**src/rtl/cfg_loader_pkg.sv**
```systemverilog
package cfg_loader_pkg;

    typedef enum logic [3:0] {
        ST_CLEAR,
        ST_WAIT,
        ST_MODE,
        ST_LEN,
        ST_DATA,
        ST_CRC,
        ST_USER,
        ST_ERROR,
        ST_PARK
    } ld_state_t;

    localparam logic [2:0] MODE_MASTER = 3'b000;
    localparam logic [2:0] MODE_SLAVE  = 3'b111;

    localparam int LEN_BITS = 32;
    localparam int CRC_BITS = 16;
    localparam logic [CRC_BITS-1:0] CRC_POLY = 16'h1021;
    localparam logic [CRC_BITS-1:0] CRC_SEED = 16'hFFFF;

    function automatic logic [CRC_BITS-1:0] crc_step(input logic [CRC_BITS-1:0] c,
                                                     input logic b);
        logic fb;
        fb = c[CRC_BITS-1] ^ b;
        return {c[CRC_BITS-2:0], 1'b0} ^ (fb ? CRC_POLY : '0);
    endfunction

endpackage

```
**src/rtl/cfg_clk_src.sv**
```systemverilog
module cfg_clk_src #(
    parameter int DIV = 4
) (
    input  logic clk,
    input  logic rst_n,
    input  logic en_master,
    input  logic en_slave,
    input  logic cclk_in,
    input  logic din,
    output logic cclk_out,
    output logic bit_stb,
    output logic bit_val
);
    localparam int CW = (DIV > 1) ? $clog2(DIV) : 1;

    logic [CW-1:0] div_cnt;
    logic          cclk_q;
    logic [2:0]    csync;
    logic [1:0]    dsync;
    logic          m_rise;
    logic          s_rise;

    always_ff @(posedge clk or negedge rst_n) begin
        if (!rst_n) begin
            div_cnt <= '0;
            cclk_q  <= 1'b0;
            csync   <= '0;
            dsync   <= '0;
        end else begin
            csync <= {csync[1:0], cclk_in};
            dsync <= {dsync[0], din};
            if (!en_master) begin
                div_cnt <= '0;
                cclk_q  <= 1'b0;
            end else if (div_cnt == CW'(DIV - 1)) begin
                div_cnt <= '0;
                cclk_q  <= ~cclk_q;
            end else begin
                div_cnt <= div_cnt + 1'b1;
            end
        end
    end

    assign m_rise   = en_master && (div_cnt == CW'(DIV - 1)) && !cclk_q;
    assign s_rise   = en_slave && csync[1] && !csync[2];
    assign bit_stb  = m_rise || s_rise;
    assign bit_val  = en_master ? din : dsync[1];
    assign cclk_out = cclk_q;

endmodule

```
**src/rtl/cfg_crc16.sv**
```systemverilog
module cfg_crc16
    import cfg_loader_pkg::*;
(
    input  logic                clk,
    input  logic                rst_n,
    input  logic                clr,
    input  logic                upd,
    input  logic                bit_in,
    output logic [CRC_BITS-1:0] crc
);
    always_ff @(posedge clk or negedge rst_n) begin
        if (!rst_n)
            crc <= CRC_SEED;
        else if (clr)
            crc <= CRC_SEED;
        else if (upd)
            crc <= crc_step(crc, bit_in);
    end
endmodule

```
**src/rtl/serial_cfg_loader.sv**
```systemverilog
module serial_cfg_loader
    import cfg_loader_pkg::*;
#(
    parameter int CLR_CYCLES = 64,
    parameter int CCLK_DIV   = 4
) (
    input  logic       clk,
    input  logic       rst_n,
    input  logic [2:0] mode_sel,
    input  logic       cclk_in,
    output logic       cclk_out,
    input  logic       din,
    output logic       dout,
    output logic       stat_drive_low,
    input  logic       stat_sense,
    output logic       done
);
    localparam int CLR_W = $clog2(CLR_CYCLES + 1);
    localparam int CNT_W = $clog2(LEN_BITS);

    ld_state_t             state, nxt;
    logic [2:0]            mode_q;
    logic [CLR_W-1:0]      clr_cnt;
    logic [CNT_W-1:0]      bit_cnt;
    logic [LEN_BITS-1:0]   len_sh;
    logic [LEN_BITS-1:0]   len_left;
    logic [CRC_BITS-1:0]   crc_sh;
    logic [CRC_BITS-1:0]   crc_calc;
    logic                  dout_q;
    logic                  loading;
    logic                  en_master;
    logic                  en_slave;
    logic                  bit_stb;
    logic                  bit_val;
    logic [LEN_BITS-1:0]   len_next;
    logic [CRC_BITS-1:0]   crc_next;

    assign loading   = (state == ST_LEN) || (state == ST_DATA) ||
                       (state == ST_CRC) || (state == ST_USER);
    assign en_master = loading && (mode_q == MODE_MASTER);
    assign en_slave  = loading && (mode_q == MODE_SLAVE);
    assign len_next  = {len_sh[LEN_BITS-2:0], bit_val};
    assign crc_next  = {crc_sh[CRC_BITS-2:0], bit_val};

    cfg_clk_src #(.DIV(CCLK_DIV)) u_clk (
        .clk       (clk),
        .rst_n     (rst_n),
        .en_master (en_master),
        .en_slave  (en_slave),
        .cclk_in   (cclk_in),
        .din       (din),
        .cclk_out  (cclk_out),
        .bit_stb   (bit_stb),
        .bit_val   (bit_val)
    );

    cfg_crc16 u_crc (
        .clk    (clk),
        .rst_n  (rst_n),
        .clr    (state == ST_MODE),
        .upd    (bit_stb && ((state == ST_LEN) || (state == ST_DATA))),
        .bit_in (bit_val),
        .crc    (crc_calc)
    );

    always_comb begin
        nxt = state;
        unique case (state)
            ST_CLEAR: if (clr_cnt == CLR_W'(CLR_CYCLES - 1)) nxt = ST_WAIT;
            ST_WAIT:  if (stat_sense) nxt = ST_MODE;
            ST_MODE:  nxt = ((mode_sel == MODE_MASTER) || (mode_sel == MODE_SLAVE))
                            ? ST_LEN : ST_PARK;
            ST_LEN:   if (bit_stb && (bit_cnt == CNT_W'(LEN_BITS - 1)))
                          nxt = (len_next == '0) ? ST_CRC : ST_DATA;
            ST_DATA:  if (bit_stb && (len_left == LEN_BITS'(1))) nxt = ST_CRC;
            ST_CRC:   if (bit_stb && (bit_cnt == CNT_W'(CRC_BITS - 1)))
                          nxt = (crc_next == crc_calc) ? ST_USER : ST_ERROR;
            ST_USER, ST_ERROR, ST_PARK: nxt = state;
            default:  nxt = ST_CLEAR;
        endcase
    end

    always_ff @(posedge clk or negedge rst_n) begin
        if (!rst_n) state <= ST_CLEAR;
        else        state <= nxt;
    end

    always_ff @(posedge clk or negedge rst_n) begin
        if (!rst_n) begin
            mode_q   <= 3'b010;
            clr_cnt  <= '0;
            bit_cnt  <= '0;
            len_sh   <= '0;
            len_left <= '0;
            crc_sh   <= '0;
            dout_q   <= 1'b1;
        end else begin
            unique case (state)
                ST_CLEAR: clr_cnt <= clr_cnt + 1'b1;
                ST_MODE: begin
                    mode_q  <= mode_sel;
                    bit_cnt <= '0;
                end
                ST_LEN: if (bit_stb) begin
                    len_sh   <= len_next;
                    len_left <= len_next;
                    bit_cnt  <= bit_cnt + 1'b1;
                end
                ST_DATA: if (bit_stb) len_left <= len_left - 1'b1;
                ST_CRC: if (bit_stb) begin
                    crc_sh  <= crc_next;
                    bit_cnt <= bit_cnt + 1'b1;
                end
                ST_USER: if (bit_stb) dout_q <= bit_val;
                default: ;
            endcase
        end
    end

    always_comb begin
        stat_drive_low = (state == ST_CLEAR) || (state == ST_ERROR);
        done           = (state == ST_USER);
        dout           = (state == ST_USER) ? dout_q : 1'b1;
    end

endmodule

```
**config.mk**
```make
export PLATFORM = sky130hd
export DESIGN_NAME = serial_cfg_loader
export DESIGN_NICKNAME = d
export VERILOG_FILES = /design/src/rtl/cfg_loader_pkg.sv /design/src/rtl/cfg_clk_src.sv /design/src/rtl/cfg_crc16.sv /design/src/rtl/serial_cfg_loader.sv
export SDC_FILE = /design/constraint.sdc
export NUM_CORES = 1
export LEC_CHECK = 0
export ABC_CLOCK_PERIOD_IN_PS = 6900
export BUFFER_PORTS_ARGS = -buffer_cell sky130_fd_sc_hd__buf_2
export CELL_PAD_IN_SITES_DETAIL_PLACEMENT = 1
export CELL_PAD_IN_SITES_GLOBAL_PLACEMENT = 2
export CORE_AREA = 5 5 125 127
export DETAILED_ROUTE_END_ITERATION = 8
export DIE_AREA = 0 0 130 132
export GPL_TIMING_DRIVEN = 0
export PLACE_DENSITY_LB_ADDON = 0.1
export REMOVE_ABC_BUFFERS = 1
export SYNTH_ARGS = -nofsm -noshare
export SYNTH_HDL_FRONTEND = slang
export SYNTH_SLANG_ARGS = --single-unit
```
**constraint.sdc**
```tcl
create_clock -name clk -period 6.9 [get_ports clk]
set_input_delay 0.69 -clock clk [delete_from_list [all_inputs] [get_ports clk]]
set_output_delay 0.69 -clock clk [all_outputs]
set_load 0.02 [all_outputs]
```
==> report_table.html <==
<table>
<tr><th>Metric</th><th>Value</th></tr>
<tr><th colspan="2">Setup path</th></tr>
<tr><td>Arrival time at the worst endpoint</td><td>~3.7 ns</td></tr>
<tr><td>Critical path buffer and inverter count</td><td>1</td></tr>
<tr><td>Crit-path cells</td><td>nand2b_1 -&gt; or3_1 -&gt; a21boi_4 -&gt; buf_16 -&gt; nand2_1 -&gt; o21ai_0 -&gt; o21ai_0</td></tr>
<tr><td>Critical path startpoint category</td><td>flop</td></tr>
<tr><td>Gate family responsible for the most delay along the worst path</td><td>simple AND/OR/NAND/NOR gates</td></tr>
<tr><td>Worst path most repeated cell</td><td>sky130_fd_sc_hd__o21ai_0</td></tr>
<tr><td>Element type at the critical path end</td><td>flop</td></tr>
<tr><td>Data required time of the worst path</td><td>about 7 ns</td></tr>
<tr><td>Critical path peak fanout</td><td>32</td></tr>
<tr><td>Slowest CP cell</td><td>sky130_fd_sc_hd__or3_1</td></tr>
<tr><td>Slowest cell delay on critical path</td><td>0.86 ns</td></tr>
<tr><td>Class of the most critical setup path</td><td>flop to flop</td></tr>
<tr><th colspan="2">Clock tree</th></tr>
<tr><td>Clock tree buffer depth</td><td>2</td></tr>
<tr><td>Master cell of the clock root buffer</td><td>sky130_fd_sc_hd__clkbuf_16</td></tr>
<tr><td>Number of instances resized during post-cts repair</td><td>0</td></tr>
<tr><td>Setup bufs post-CTS</td><td>0</td></tr>
<tr><td>Clock Latency Late Sink</td><td>around 0.42 ns</td></tr>
<tr><td>Hold Buf Count CTS</td><td>0</td></tr>
<tr><td>Clock Sinks</td><td>122</td></tr>
<tr><td>Reg clk slew, reported paths</td><td>around 0.06 ns</td></tr>
<tr><td>Number of CTS-inserted buffers</td><td>17</td></tr>
<tr><td>CTS H-Tree Depth</td><td>4</td></tr>
<tr><td>TritonCTS clock tree</td><td>done</td></tr>
<tr><th colspan="2">Cells and area</th></tr>
<tr><td>Area growth syn-to-layout</td><td>14.2%</td></tr>
<tr><td>Ant. Diodes</td><td>0</td></tr>
<tr><td>Post-layout nets</td><td>680</td></tr>
<tr><td>Utilization after layout</td><td>0.481</td></tr>
<tr><td>Share of final-layout standard cells stronger than drive strength 1</td><td>0.139</td></tr>
<tr><td>Fillers</td><td>between 1500 and 2000</td></tr>
<tr><th colspan="2">Timing</th></tr>
<tr><td>Worst clock skew</td><td>slightly above 0.01 ns</td></tr>
<tr><td>WHS</td><td>~0.24 ns</td></tr>
<tr><td>Hold violation total from the final report</td><td>0</td></tr>
<tr><td>Fmax</td><td>0.294 GHz</td></tr>
<tr><td>Final period demand of the worst path</td><td>~3.4 ns</td></tr>
<tr><td>Least-Margin Pin Slew</td><td>1.29 ns</td></tr>
<tr><td>Share of the clock period used by the worst path after layout</td><td>0.493</td></tr>
<tr><td>Final number of setup-violating endpoints</td><td>0</td></tr>
<tr><td>RSZ-0062 raised after global routing</td><td>no</td></tr>
<tr><td>Final Max Tran Viols</td><td>0</td></tr>
<tr><td>Setup TNS after final layout</td><td>0 ns</td></tr>
<tr><td>Normalized max-slew margin</td><td>0.142</td></tr>
<tr><th colspan="2">Power</th></tr>
<tr><td>Sequential group share of total power</td><td>0.410</td></tr>
<tr><td>Leakage Power</td><td>3.05 nW</td></tr>
<tr><td>Combinational power share</td><td>0.259</td></tr>
<tr><td>Pwr per Cell Area</td><td>~380 nW/um^2</td></tr>
<tr><td>Proportion of power drawn by the clock network</td><td>0.331</td></tr>
<tr><td>Worst ir drop on vdd</td><td>0.210 mV</td></tr>
<tr><td>Switching power share of the total</td><td>0.345</td></tr>
<tr><td>Reported net switching power</td><td>~0.91 mW</td></tr>
<tr><td>Internal power consumption</td><td>around 1.7 mW</td></tr>
<tr><th colspan="2">Place</th></tr>
<tr><td>Final estimated routing congestion in global placement</td><td>between 0.7 and 0.8</td></tr>
<tr><td>DP HPWL</td><td>about 10000 um</td></tr>
<tr><td>Count of buffers inserted at the top-level ports</td><td>11</td></tr>
<tr><th colspan="2">Routing</th></tr>
<tr><td>Count of routing violations after the opening detailed-route iteration</td><td>241</td></tr>
<tr><td>Via-per-instance ratio</td><td>5.60</td></tr>
<tr><td>Routed wire length per instance</td><td>17.9 um</td></tr>
<tr><td>Total number of vias</td><td>roughly 4800</td></tr>
<tr><td>Total Routed Length</td><td>around 15000 um</td></tr>
<tr><td>Drt drc</td><td>0</td></tr>
<tr><td>Antenna Violating Nets Remaining</td><td>0</td></tr>
<tr><td>Detailed-router iteration count before antenna repair</td><td>4</td></tr>
<tr><th colspan="2">GRT</th></tr>
<tr><td>Routing usage on met2</td><td>0.309</td></tr>
<tr><td>Met3 Resource Use GR</td><td>0.0434</td></tr>
<tr><td>Total global-route track usage</td><td>0.194</td></tr>
<tr><td>Global routing's busiest layer</td><td>met2</td></tr>
<tr><td>First-pass GRT wire length</td><td>around 26000 um</td></tr>
<tr><td>Pin count of the biggest net entering global routing</td><td>64</td></tr>
<tr><td>Total congestion overflow</td><td>0</td></tr>
<tr><td>Antenna violations before repair</td><td>0</td></tr>
<tr><td>M1 GR Usage</td><td>0.265</td></tr>
<tr><td>Number of global-route vias before repair</td><td>between 5000 and 6000</td></tr>
<tr><th colspan="2">Yosys</th></tr>
<tr><td>Proportion of synthesized flip-flops having asynchronous set or reset</td><td>1.00</td></tr>
<tr><td>Number of enable flip-flop cells after synthesis</td><td>0</td></tr>
<tr><td>Cell count after synthesis</td><td>approximately 660</td></tr>
<tr><td>Seq/Total Area, Yosys</td><td>0.510</td></tr>
<tr><td>Flip-flop cell with the highest count after synthesis</td><td>sky130_fd_sc_hd__dfrtp_1</td></tr>
<tr><td>Netlist cell types</td><td>57</td></tr>
<tr><td>Post-synthesis cell area</td><td>6030 sq um</td></tr>
<tr><td>Post-synthesis sequential element count</td><td>approximately 120</td></tr>
<tr><td>Total number of yosys warnings</td><td>0</td></tr>
<tr><td>Post-Synthesis Mean Instance Area</td><td>9.08 sq um</td></tr>
<tr><th colspan="2">Status</th></tr>
<tr><td>Outcome</td><td>finished, final reports clean</td></tr>
<tr><th colspan="2">Hold path</th></tr>
<tr><td>Worst Hold Class</td><td>input port to async pin</td></tr>
<tr><th colspan="2">Floorplan</th></tr>
<tr><td>Number of placed I/O pins</td><td>12</td></tr>
<tr><td>Initial core utilization</td><td>0.421</td></tr>
<tr><td>Std-Cell Rows</td><td>44</td></tr>
<tr><td>Area enclosed by the die boundary</td><td>about 17000 sq um</td></tr>
<tr><td>Core area</td><td>between 10000 and 15000 sq um</td></tr>
<tr><td>X dimension of the die</td><td>130 um</td></tr>
<tr><td>Vertical extent of the die</td><td>132 um</td></tr>
<tr><th colspan="2">Flow run</th></tr>
<tr><td>MaxCap Viol Count</td><td>0</td></tr>
</table>
cells in the final DEF (no fill, tap or decap), drive strengths merged, types with 18 or more instances in the layout:
cell	Yosys	final
nand2	166	166
clkbuf	29	21
mux2	18	18
nor3	23	23
nor4	18	18
xnor2	20	20
o21ai	49	49
dfrtp	104	104
nor2	47	47
dfstp	18	18
nand3	20	20
a21oi	41	41
synthesized netlist by cell type, types with 3 or more instances:
master / number / area, sq um
sky130_fd_sc_hd__or3_1: 11 / 68.8
sky130_fd_sc_hd__nand2_1: 166 / 623
sky130_fd_sc_hd__nor2_1: 47 / 176
sky130_fd_sc_hd__dfstp_2: 18 / 473
sky130_fd_sc_hd__ha_1: 7 / 87.6
sky130_fd_sc_hd__nor4_1: 17 / 106
sky130_fd_sc_hd__inv_1: 6 / 22.5
sky130_fd_sc_hd__o22ai_1: 9 / 56.3
sky130_fd_sc_hd__xor2_1: 9 / 78.8
sky130_fd_sc_hd__dfrtp_1: 104 / 2600
sky130_fd_sc_hd__a2bb2oi_1: 3 / 26.3
sky130_fd_sc_hd__nand4_1: 11 / 68.8
sky130_fd_sc_hd__buf_2: 5 / 25.0
sky130_fd_sc_hd__o21ai_0: 48 / 240
sky130_fd_sc_hd__xnor2_1: 20 / 175
sky130_fd_sc_hd__a21oi_1: 41 / 205
sky130_fd_sc_hd__mux2_2: 17 / 191
sky130_fd_sc_hd__nand2b_1: 4 / 25.0
sky130_fd_sc_hd__nand3_1: 20 / 100
sky130_fd_sc_hd__a32oi_1: 4 / 35.0
sky130_fd_sc_hd__and3_1: 4 / 25.0
sky130_fd_sc_hd__and2_1: 3 / 18.8
sky130_fd_sc_hd__nor3_1: 22 / 110
sky130_fd_sc_hd__clkbuf_1: 29 / 109
per-layer routing:
layer | part of all wire | vias to the layer above
li1 | - | 2318
met1 | 0.49 | 2459
met2 | 0.48 | 35
met3 | 0.023 | 16
met4 | 0.011 | 0
met5 | 0 | -
worst paths after layout:
check | start | slack [ns] | cells past startpoint | endpoint
max in group asynchronous | rst_n | 5.90 | 2 | u_crc.crc[12]$_DFFE_PN1P_
worst max register to register | state[3]$_DFFE_PN0P_ | 3.49 | 7 | len_left[15]$_DFFE_PN0P_
min in group clk | u_clk.dsync[0]$_DFF_PN0_ | 0.36 | 0 | u_clk.dsync[1]$_DFF_PN0_
worst max-delay path | state[3]$_DFFE_PN0P_ | 3.49 | 7 | len_left[15]$_DFFE_PN0P_
worst min-delay path | rst_n | 0.24 | 1 | len_sh[20]$_DFFE_PN0P_
worst min register to register | u_clk.dsync[0]$_DFF_PN0_ | 0.36 | 0 | u_clk.dsync[1]$_DFF_PN0_
power groups by stage:
stage	logic [mW]	registers [mW]	clock network (mW)
finish	0.681	1.08	0.872
global route	0.773	1.11	0.923
CTS	0.691	1.08	0.894
detailed placement	0.683	1.09	0
global placement	0.635	1.08	0
floorplan	0.500	1.04	0
area by class of cell:
class                      instances  area (sq um)  area share
multi-input combinational        501          2820       0.409
timing repair buffer              17           165      0.0240
inverter                           6          22.5     0.00327
clock inverter                    11           121      0.0176
clock buffer                      21           450      0.0654
sequential                       122          3080       0.447
tap                              184           230      0.0334
cells by family (layout without fill, tap and decap cells):
logic type | after synthesis | after routing | synth area share
AOI/OAI and AO/OA | 124 | 124 | 0.118
xor gates and xnor gates | 29 | 29 | 0.0421
adders and majority gates | 7 | 7 | 0.0145
buffers and inverters | 41 | 55 | 0.0266
DFF | 122 | 122 | 0.510
muxes | 20 | 20 | 0.0390
and+or+nand+nor | 321 | 321 | 0.249
flip-flops by register name, summed over array words and instances (netlist names):
signal and flops:
len_left 32, len_sh 31, u_crc.crc 16, crc_sh 15, clr_cnt 7, bit_cnt 5, state 4, mode_q 3
u_clk.csync 3, u_clk.div_cnt 2, u_clk.dsync 2, dout_q 1, u_clk.cclk_out 1
stage by stage:
stage	power, mW	instance area, sq um	setup slack [ns]	std cells
after floorplan	1.54	5890	2.68	629
after global placement	1.71	6180	0.162	824
after detailed placement	1.77	6310	3.51	830
after CTS	2.66	6880	3.51	862
after global routing	2.80	6880	3.28	862
final	2.63	6880	3.49	862
No activity file was read; power rests on OpenSTA's default activity.
